File: src/rtl/seq_mult_pkg.sv
package seq_mult_pkg;
    typedef enum logic {
        MODE_UNSIGNED = 1'b0,
        MODE_SIGNED   = 1'b1
    } mult_mode_e;
endpackage

File: src/rtl/seq_mult_ctl.sv
module seq_mult_ctl #(
    parameter int WIDTH = 8
) (
    input  logic clk,
    input  logic rst_n,
    input  logic accept_i,
    output logic busy_o,
    output logic last_o,
    output logic done_o
);
    localparam int CW = (WIDTH > 1) ? $clog2(WIDTH) : 1;
    localparam logic [CW-1:0] LAST_CNT = CW'(WIDTH - 1);

    typedef struct packed {
        logic          busy;
        logic          done;
        logic [CW-1:0] cnt;
    } ctl_t;

    ctl_t ctl_d, ctl_q;

    always_comb begin
        ctl_d      = ctl_q;
        ctl_d.done = 1'b0;
        if (accept_i) begin
            ctl_d.busy = 1'b1;
            ctl_d.cnt  = '0;
        end else if (ctl_q.busy) begin
            if (ctl_q.cnt == LAST_CNT) begin
                ctl_d.busy = 1'b0;
                ctl_d.done = 1'b1;
            end else begin
                ctl_d.cnt = ctl_q.cnt + 1'b1;
            end
        end
    end

    always_ff @(posedge clk or negedge rst_n) begin
        if (!rst_n) ctl_q <= '0;
        else        ctl_q <= ctl_d;
    end

    assign busy_o = ctl_q.busy;
    assign done_o = ctl_q.done;
    assign last_o = ctl_q.busy && (ctl_q.cnt == LAST_CNT);

    AST_DONE_SINGLE: assert property (@(posedge clk) disable iff (!rst_n)
        done_o |=> !done_o);
    AST_DONE_ENDS_RUN: assert property (@(posedge clk) disable iff (!rst_n)
        done_o |-> (!busy_o && $past(busy_o)));
    AST_RUN_CONTINUES: assert property (@(posedge clk) disable iff (!rst_n)
        (busy_o && !last_o) |=> busy_o);
endmodule

File: src/rtl/seq_mult_step.sv
module seq_mult_step #(
    parameter int WIDTH = 8
) (
    input  logic [WIDTH-1:0] hi_i,
    input  logic [WIDTH-1:0] lo_i,
    input  logic [WIDTH-1:0] mcand_i,
    input  logic             signed_mode_i,
    input  logic             last_i,
    output logic [WIDTH-1:0] hi_o,
    output logic [WIDTH-1:0] lo_o
);
    logic [WIDTH:0] ext_hi, ext_x, addend, sum;

    always_comb begin
        ext_hi = {signed_mode_i & hi_i[WIDTH-1], hi_i};
        ext_x  = {signed_mode_i & mcand_i[WIDTH-1], mcand_i};
        if (!lo_i[0])                    addend = '0;
        else if (signed_mode_i && last_i) addend = (WIDTH+1)'(0) - ext_x;
        else                              addend = ext_x;
        sum  = ext_hi + addend;
        hi_o = sum[WIDTH:1];
        lo_o = {sum[0], lo_i[WIDTH-1:1]};
    end
endmodule

File: src/rtl/seq_mult.sv
module seq_mult #(
    parameter int WIDTH = 8
) (
    input  logic             clk,
    input  logic             rst_n,
    input  logic             start_i,
    input  logic             mode_i,
    input  logic [WIDTH-1:0] mcand_i,
    input  logic [WIDTH-1:0] mplier_i,
    output logic             busy_o,
    output logic             done_o,
    output logic [WIDTH-1:0] prod_hi_o,
    output logic [WIDTH-1:0] prod_lo_o
);
    import seq_mult_pkg::*;

    typedef struct packed {
        logic [WIDTH-1:0] hi;
        logic [WIDTH-1:0] lo;
        logic [WIDTH-1:0] x;
        mult_mode_e       mode;
    } dp_t;

    dp_t dp_d, dp_q;
    logic accept, last, busy, done;
    logic [WIDTH-1:0] step_hi, step_lo;

    assign accept = start_i && !busy;

    seq_mult_ctl #(.WIDTH(WIDTH)) u_ctl (
        .clk      (clk),
        .rst_n    (rst_n),
        .accept_i (accept),
        .busy_o   (busy),
        .last_o   (last),
        .done_o   (done)
    );

    seq_mult_step #(.WIDTH(WIDTH)) u_step (
        .hi_i          (dp_q.hi),
        .lo_i          (dp_q.lo),
        .mcand_i       (dp_q.x),
        .signed_mode_i (dp_q.mode == MODE_SIGNED),
        .last_i        (last),
        .hi_o          (step_hi),
        .lo_o          (step_lo)
    );

    always_comb begin
        dp_d = dp_q;
        if (accept) begin
            dp_d.hi   = '0;
            dp_d.lo   = mplier_i;
            dp_d.x    = mcand_i;
            dp_d.mode = mult_mode_e'(mode_i);
        end else if (busy) begin
            dp_d.hi = step_hi;
            dp_d.lo = step_lo;
        end
    end

    always_ff @(posedge clk or negedge rst_n) begin
        if (!rst_n) dp_q <= '{hi: '0, lo: '0, x: '0, mode: MODE_UNSIGNED};
        else        dp_q <= dp_d;
    end

    assign busy_o    = busy;
    assign done_o    = done;
    assign prod_hi_o = dp_q.hi;
    assign prod_lo_o = dp_q.lo;

    AST_LOAD_CLEARS_HI: assert property (@(posedge clk) disable iff (!rst_n)
        accept |=> (prod_hi_o == '0 && prod_lo_o == $past(mplier_i) && busy_o));
    AST_BUSY_START_IGNORED: assert property (@(posedge clk) disable iff (!rst_n)
        (busy_o && start_i) |=> ($stable(dp_q.x) && $stable(dp_q.mode)));
    AST_HOLD_WHEN_IDLE: assert property (@(posedge clk) disable iff (!rst_n)
        (!busy_o && !start_i) |=> ($stable(prod_hi_o) && $stable(prod_lo_o)));
    AST_DONE_NOT_BUSY: assert property (@(posedge clk) disable iff (!rst_n)
        !(done_o && busy_o));
endmodule

File: config.mk
export PLATFORM = sky130hd
export DESIGN_NAME = seq_mult
export DESIGN_NICKNAME = d
export VERILOG_FILES = /design/src/rtl/seq_mult_pkg.sv /design/src/rtl/seq_mult_ctl.sv /design/src/rtl/seq_mult_step.sv /design/src/rtl/seq_mult.sv
export SDC_FILE = /design/constraint.sdc
export NUM_CORES = 1
export LEC_CHECK = 0
export CORE_MARGIN = 2
export CORE_UTILIZATION = 52
export CTS_BUF_LIST = sky130_fd_sc_hd__clkbuf_16
export CTS_CLUSTER_SIZE = 16
export DETAILED_ROUTE_END_ITERATION = 10
export PLACE_DENSITY = 0.84
export SLEW_MARGIN = 10
export SYNTH_ARGS = -nofsm -noshare
export SYNTH_HDL_FRONTEND = slang
export SYNTH_HIERARCHICAL = 1
export SYNTH_SLANG_ARGS = --single-unit
File: constraint.sdc
create_clock -name clk -period 3.3 [get_ports clk]
set_input_delay 0.66 -clock clk [delete_from_list [all_inputs] [get_ports clk]]
set_output_delay 0.66 -clock clk [all_outputs]
set_load 0.1 [all_outputs]
* After elaboration in Yosys (flattened, before gate mapping) *
Cells that the tools add are included.

storage, ports and cells
  register bits after elaboration = 30
  input port bits = 20
  word-level logic and storage cells = 30

cells by class
  add/subtract/negate cells = 3
  equal/unequal tests = 2
  mux-type cells = 10
  bitwise operators = 2
  reductions and logical operators = 6

operators by type and width
  kind                                                               count
  16-bit 2-to-1 mux                                                  2
  9-bit 2-to-1 mux                                                   2
  9-bit adder                                                        1
  1-bit by 9-bit subtractor with 9-bit output, first input constant  1
  3-bit 2-to-1 mux                                                   2
  5-bit 2-to-1 mux                                                   1
  3-bit by 1-bit adder with 3-bit output, second input constant      1
  3-bit equality test, second input constant                         1
  1-bit logical AND                                                  3
  1-bit AND                                                          2
  1-bit 2-to-1 mux                                                   2
  2-bit 2-to-1 mux                                                   1
  2-bit != test, second input constant                               1
  2-bit AND reduction                                                1
  2-bit nonzero test                                                 1
  1-bit logical NOT                                                  1

* Longest topological paths before layout *
  depth after elaboration = 8
  mapped depth = 14
  gate-level depth less buffers = 14

* Cells and area by module *
Netlist, hierarchy kept.

by module, submodules not included
  module         times used  cells an instance  area each (um^2)  sequential area each (um^2)
  seq_mult       1           89                 1,164.9           625.6
  seq_mult_step  1           92                 639.4             0.0
  seq_mult_ctl   1           20                 254.0             125.1

* Worst setup path before layout *
OpenSTA, ideal clock, no wires.

  path type = reg-to-reg
  start = reg u_ctl.ctl_q (netlist bit u_ctl/busy_o)
  end = reg dp_q (netlist bit prod_hi_o[5])
  arrival time = 3.222 ns
  required time = 3.179 ns
  setup slack = -0.043 ns
  stages on the path, launching flop included = 12
  buffers on the path = 0
  cell sequence = dfrtp_1 -> and2_2 -> nand2_1 -> or3_1 -> a21boi_0 -> ha_1 -> o21ai_0 -> a21oi_1 -> or2_2 -> a21oi_1 -> xnor2_1 -> a22o_1

on the way
  word-level cells in the longest chain between the ends = 7
  elaborated cells between the ends (all ways) = 10
  those cells by class = add/sub (1); mux (4); reduce/logical (5)

ends and longest elaborated chain
  what                      line                 RTL
  start: declaration        seq_mult_ctl.sv:20   ctl_t ctl_d, ctl_q;
  start signal: assignment  seq_mult_ctl.sv:40   else ctl_q <= ctl_d;
  1-bit logical AND         seq_mult_ctl.sv:45   assign last_o = ctl_q.busy && (ctl_q.cnt == LAST_CNT);
  via last                  seq_mult.sv:25       logic accept, last, busy, done;
  1-bit logical AND         seq_mult_step.sv:18  else if (signed_mode_i && last_i) addend = (WIDTH+1)'(0) - ext_x;
  9-bit 2-to-1 mux          seq_mult_step.sv:18
  9-bit 2-to-1 mux          seq_mult_step.sv:17  if (!lo_i[0]) addend = '0;
  9-bit adder               seq_mult_step.sv:20  sum = ext_hi + addend;
  via step_hi[5]            seq_mult.sv:26       logic [WIDTH-1:0] step_hi, step_lo;
  16-bit 2-to-1 mux         seq_mult.sv:56       end else if (busy) begin
  16-bit 2-to-1 mux         seq_mult.sv:51       if (accept) begin
  end signal: assignment    seq_mult.sv:63       if (!rst_n) dp_q <= '{hi: '0, lo: '0, x: '0, mode: MODE_UNSIGNED};
  end signal: assignment    seq_mult.sv:64       else dp_q <= dp_d;
  end: declaration          seq_mult.sv:24       dp_t dp_d, dp_q;

The timed path passes the listed nets, and every way through them passes these cells. The select of a mux whose other input is x is not followed.
A chain may end at the register's enable or synchronous reset.

* Worst setup path in the final report *
  start = reg u_ctl/ctl_q[0] in the netlist's numbering
  end = reg dp_q (netlist bit prod_hi_o[5])

on the way
  word-level cells in the longest chain between the ends = 8

ends and longest elaborated chain
  what                 line
  3-bit equality test  seq_mult_ctl.sv:45
  1-bit logical AND    seq_mult_ctl.sv:45
  via last             seq_mult.sv:25
  1-bit logical AND    seq_mult_step.sv:18
  9-bit 2-to-1 mux     seq_mult_step.sv:18
  9-bit 2-to-1 mux     seq_mult_step.sv:17
  9-bit adder          seq_mult_step.sv:20
  via step_hi[5]       seq_mult.sv:26
  16-bit 2-to-1 mux    seq_mult.sv:56
  16-bit 2-to-1 mux    seq_mult.sv:51

The timed path passes the listed nets, and every way through them passes these cells. The select of a mux whose other input is x is not followed.

==> flow_summary.rst <==
.. list-table::
   :header-rows: 1

   * - Metric
     - Value
   * - Longest individual stage delay on the worst path
     - 0.36 ns
   * - Crit Reg-Reg Endpoint
     - prod_hi_o[5]$_DFFE_PN0P_
   * - Half-perimeter wire length after detailed placement
     - 2710 µm
   * - Flop-to-flop setup slack
     - 0.17 ns
   * - Worst Reg-to-Reg Cells
     - 13
   * - Number of nets in the layout
     - 252
   * - Average wire length per cell after detail routing
     - 13.3 µm
   * - Flip-flop cell with the highest count after synthesis
     - dfrtp_1
   * - MaxCap Viol Count
     - 0
   * - IO Pins
     - 38
   * - Number of standard cells in the final layout excluding fillers
     - 269
   * - Area growth from synthesis to layout
     - 17.3%
   * - Global-route wire length before repair
     - 6020 µm
   * - Hold Path Stages
     - 2
   * - Cell Chain, Critical Path
     - ha_1 -> ha_1 -> and2_2 -> nand2_2 -> or3_1 -> a21boi_1 -> ha_1 -> o21ai_1 -> a21oi_1 -> or2_2 -> a21oi_1 -> xnor2_1 -> a22o_1
   * - Buf/Inv on CP
     - 0
   * - Effective utilization at floorplan
     - 55.0%
   * - Iteration-0 DRC count of the detailed router
     - 82
   * - Clock skew after layout
     - 0.00612 ns
   * - Final worst hold slack
     - 0.506 ns
   * - Hold-fix buffer count after cts
     - 0
   * - Final slew viol count
     - 0
   * - Cell Rows
     - 22
   * - Clock latency on the worst-skew pair
     - 0.28 ns
   * - Number of nets in the synthesized netlist
     - 233
   * - Peak clock frequency supported by timing
     - 319 MHz
   * - Final setup fails
     - 0
   * - Launch instance of the worst register-to-register path
     - u_ctl/ctl_q[0]$_DFFE_PN0P_
   * - Clock sink total
     - 30
   * - Count of placed standard cells including taps
     - 261
   * - Cell count after synthesis
     - 201
   * - Initial antenna violation count
     - 0
   * - Clock tree from TritonCTS
     - yes
   * - Residual overflow from global routing
     - 0
   * - Launch point of the worst hold path
     - prod_lo_o[6]$_DFFE_PN0P_
   * - Share of async-settable or async-resettable flops after synthesis
     - 100%
   * - Chip Height
     - 66.9 µm
   * - Final cycle utilization of the critical path
     - 94.9%
   * - Clock buffer count from CTS
     - 5
   * - Via density
     - 5.29
   * - Max stage delay cell, worst path
     - or3_1
   * - Minimum clock period
     - 3.13 ns
   * - Worst setup SP type
     - flip-flop
   * - Setup TNS Final
     - 0 ns
   * - Routing usage on met2
     - 28.0%
   * - Met1 Resource Use GR
     - 22.9%
   * - Horizontal extent of the die
     - 66.9 µm
   * - Post-Syn Area
     - 2060 µm²
   * - Capture endpoint of the worst hold path
     - prod_lo_o[5]$_DFFE_PN0P_
   * - Clock buffer depth
     - 2
   * - Max FO, Critical Path
     - 9
   * - RSZ-0062 raised after global routing
     - no
   * - Library cells used by synthesis
     - 38
   * - Required time of the worst setup path
     - 3.46 ns
   * - Root cell of the clock tree
     - clkbuf_16
   * - Antenna Violating Nets Remaining
     - 0
   * - Ys Warns
     - 6
   * - Largest net degree at the start of global routing
     - 31
   * - Sequential share of the synthesized area
     - 36.5%
   * - Routed WL
     - 3580 µm
   * - Final estimated routing congestion in global placement
     - 0.790
   * - Final Hold Violating Endpoints
     - 0
   * - Worst Max-Slew Pin Slew
     - 0.759 ns
   * - Top cell family by delay on the critical path
     - simple AND/OR/NAND/NOR gates
   * - Global-route usage over all layers
     - 18.6%
   * - Number of enable flip-flop cells after synthesis
     - 0
   * - Result of the run
     - finished clean
   * - Number of H-tree levels
     - 2
   * - Synthesized flop and latch total
     - 30
   * - Post-route DRC
     - 0
   * - Count of filler cells inserted in the layout
     - 316
   * - Met3 usage
     - 7.94%
   * - Data arrival time at the worst-slack endpoint
     - 3.29 ns
   * - CP dominant cell by count
     - ha_1
   * - Average size of a mapped cell
     - 10.2 µm²
   * - Vias in the first global route
     - 1347
   * - Via total after detailed routing
     - 1423
   * - Full die area
     - 4480 µm²
   * - Class of the worst hold path
     - flip-flop to flip-flop
   * - Count of input and output buffers
     - 37
   * - Category of the most critical setup path
     - flip-flop to flip-flop
   * - Busiest layer in global routing
     - met2
   * - # diodes
     - 0
   * - Proportion of layout cells with a drive suffix above 1
     - 21.3%
   * - Standard cell core area
     - 3740 µm²
   * - Initial DRT Pass Iterations
     - 4
   * - Worst rel slew slack
     - 49.3%
   * - Clk slew on worst S/H paths
     - 0.05 ns
   * - CP endpoint kind
     - flip-flop
==> repair_timing <==
action,in CTS,in global routing
setup endpoints to repair,2,3
buffers inserted,0,0
gates resized for setup,1,3
==> layout by cell type, fill, tap and decap left out, types with 2 or more instances in the layout <==
cell type,instances
mux2i_1,10
a22o_1,8
xnor2_1,5
nor4_1,2
nand2_1,14
xor2_1,6
nand4bb_1,2
nor2_1,9
dfrtp_1,29
o21ai_1,2
and2_1,5
clkbuf_16,5
mux2_4,10
nor2b_1,2
o21ai_0,12
or3_1,2
ha_1,11
inv_1,10
or2_2,2
clkdlybuf4s50_1,19
buf_4,21
nor3_1,3
nor2b_4,2
a21oi_1,9
nand2b_1,5
==> layout make-up <==
cell class	count	area, µm²	area share, %
multi-input combinational	135	1060	44.0
timing repair buffer	40	348	14.4
clock inverter	3	37.5	1.55
tap	48	60.1	2.49
sequential	30	752	31.1
clock buffer	5	125	5.18
inverter	8	30.0	1.24
==> worst max path at each step <==
| stage | from | end | cells after the start |
|---|---|---|---|
| 6_report | u_ctl/ctl_q[0]$_DFFE_PN0P_ | prod_hi_o[5]$_DFFE_PN0P_ | 13 |
| 5_1_grt | u_ctl/ctl_q[0]$_DFFE_PN0P_ | prod_hi_o[7]$_DFFE_PN0P_ | 13 |
| 4_1_cts | u_ctl/ctl_q[0]$_DFFE_PN0P_ | prod_hi_o[5]$_DFFE_PN0P_ | 13 |
| 3_5_place_dp | u_ctl/ctl_q[0]$_DFFE_PN0P_ | prod_hi_o[5]$_DFFE_PN0P_ | 13 |
| 3_3_place_gp | u_ctl/ctl_q[0]$_DFFE_PN0P_ | prod_hi_o[5]$_DFFE_PN0P_ | 13 |
| 2_1_floorplan | u_ctl/busy_o$_DFF_PN0_ | prod_hi_o[5]$_DFFE_PN0P_ | 11 |
==> Yosys cell counts, drive strengths merged, types with 2 or more instances <==
master,count,area share [%]
xor2,6,2.6
or3,3,0.97
a22o,8,3.4
xnor2,5,2.1
nand2,15,2.7
or2,2,0.61
o21ai,14,3.4
and2,6,1.9
buf,26,10
clkbuf,2,0.36
a21oi,9,2.2
nor2b,4,1.9
nor4,2,0.61
nand2b,5,1.5
mux2i,10,4.9
nand4bb,2,1.1
nor3,3,0.73
a21boi,2,0.73
inv,8,1.5
mux2,10,7.3
nor2,9,1.6
dfrtp,30,36
ha,11,6.7
==> sequential cells by signal (all words and copies together) (netlist names) <==
name	count
prod_hi_o	8
u_ctl/ctl_q	3
prod_lo_o	8
u_ctl/busy_o	1
u_ctl/done_o	1
dp_q	9
==> worst reg2reg max path, cell delays in order (launching register included) <==
cell and delay, ns:
dfrtp_1 0.35, ha_1 0.16, ha_1 0.23, and2_2 0.21, nand2_2 0.12, or3_1 0.36, a21boi_1 0.20, ha_1 0.30
o21ai_1 0.22, a21oi_1 0.08, or2_2 0.30, a21oi_1 0.18, xnor2_1 0.08, a22o_1 0.22
==> per-stage QoR <==
step | worst slack, ns | util, % | cell area, µm²
finish | 0.169 | 64.5 | 2410
global route | 0.00387 | 64.5 | 2410
CTS | 0.0604 | 64.4 | 2410
detailed placement | 0.0405 | 60.1 | 2250
global placement | 0.0813 | 60.1 | 2250
floorplan | 0.272 | - | 2060
==> metal layers <==
layer	share of wire [%]	wire length (µm)
met1	47	1690
met4	1.9	68
met3	5.4	193
met5	0	0
met2	46	1630
==> kinds of logic after synthesis <==
| logic type | count (synthesis) | share of synthesized area [%] |
|---|---|---|
| buffers and inverters | 36 | 12.1 |
| AND/OR/NAND/NOR | 52 | 14.3 |
| AO/OA/AOI/OAI | 40 | 12.6 |
| adder cells (fa/ha/maj) | 12 | 7.66 |
| flip-flops | 30 | 36.5 |
| XOR/XNOR | 11 | 4.68 |
| multiplexers | 20 | 12.2 |
Power is left out: the tool's default activity adds up to more than one toggle a clock period on the data nets, which glitch-free logic cannot reach.
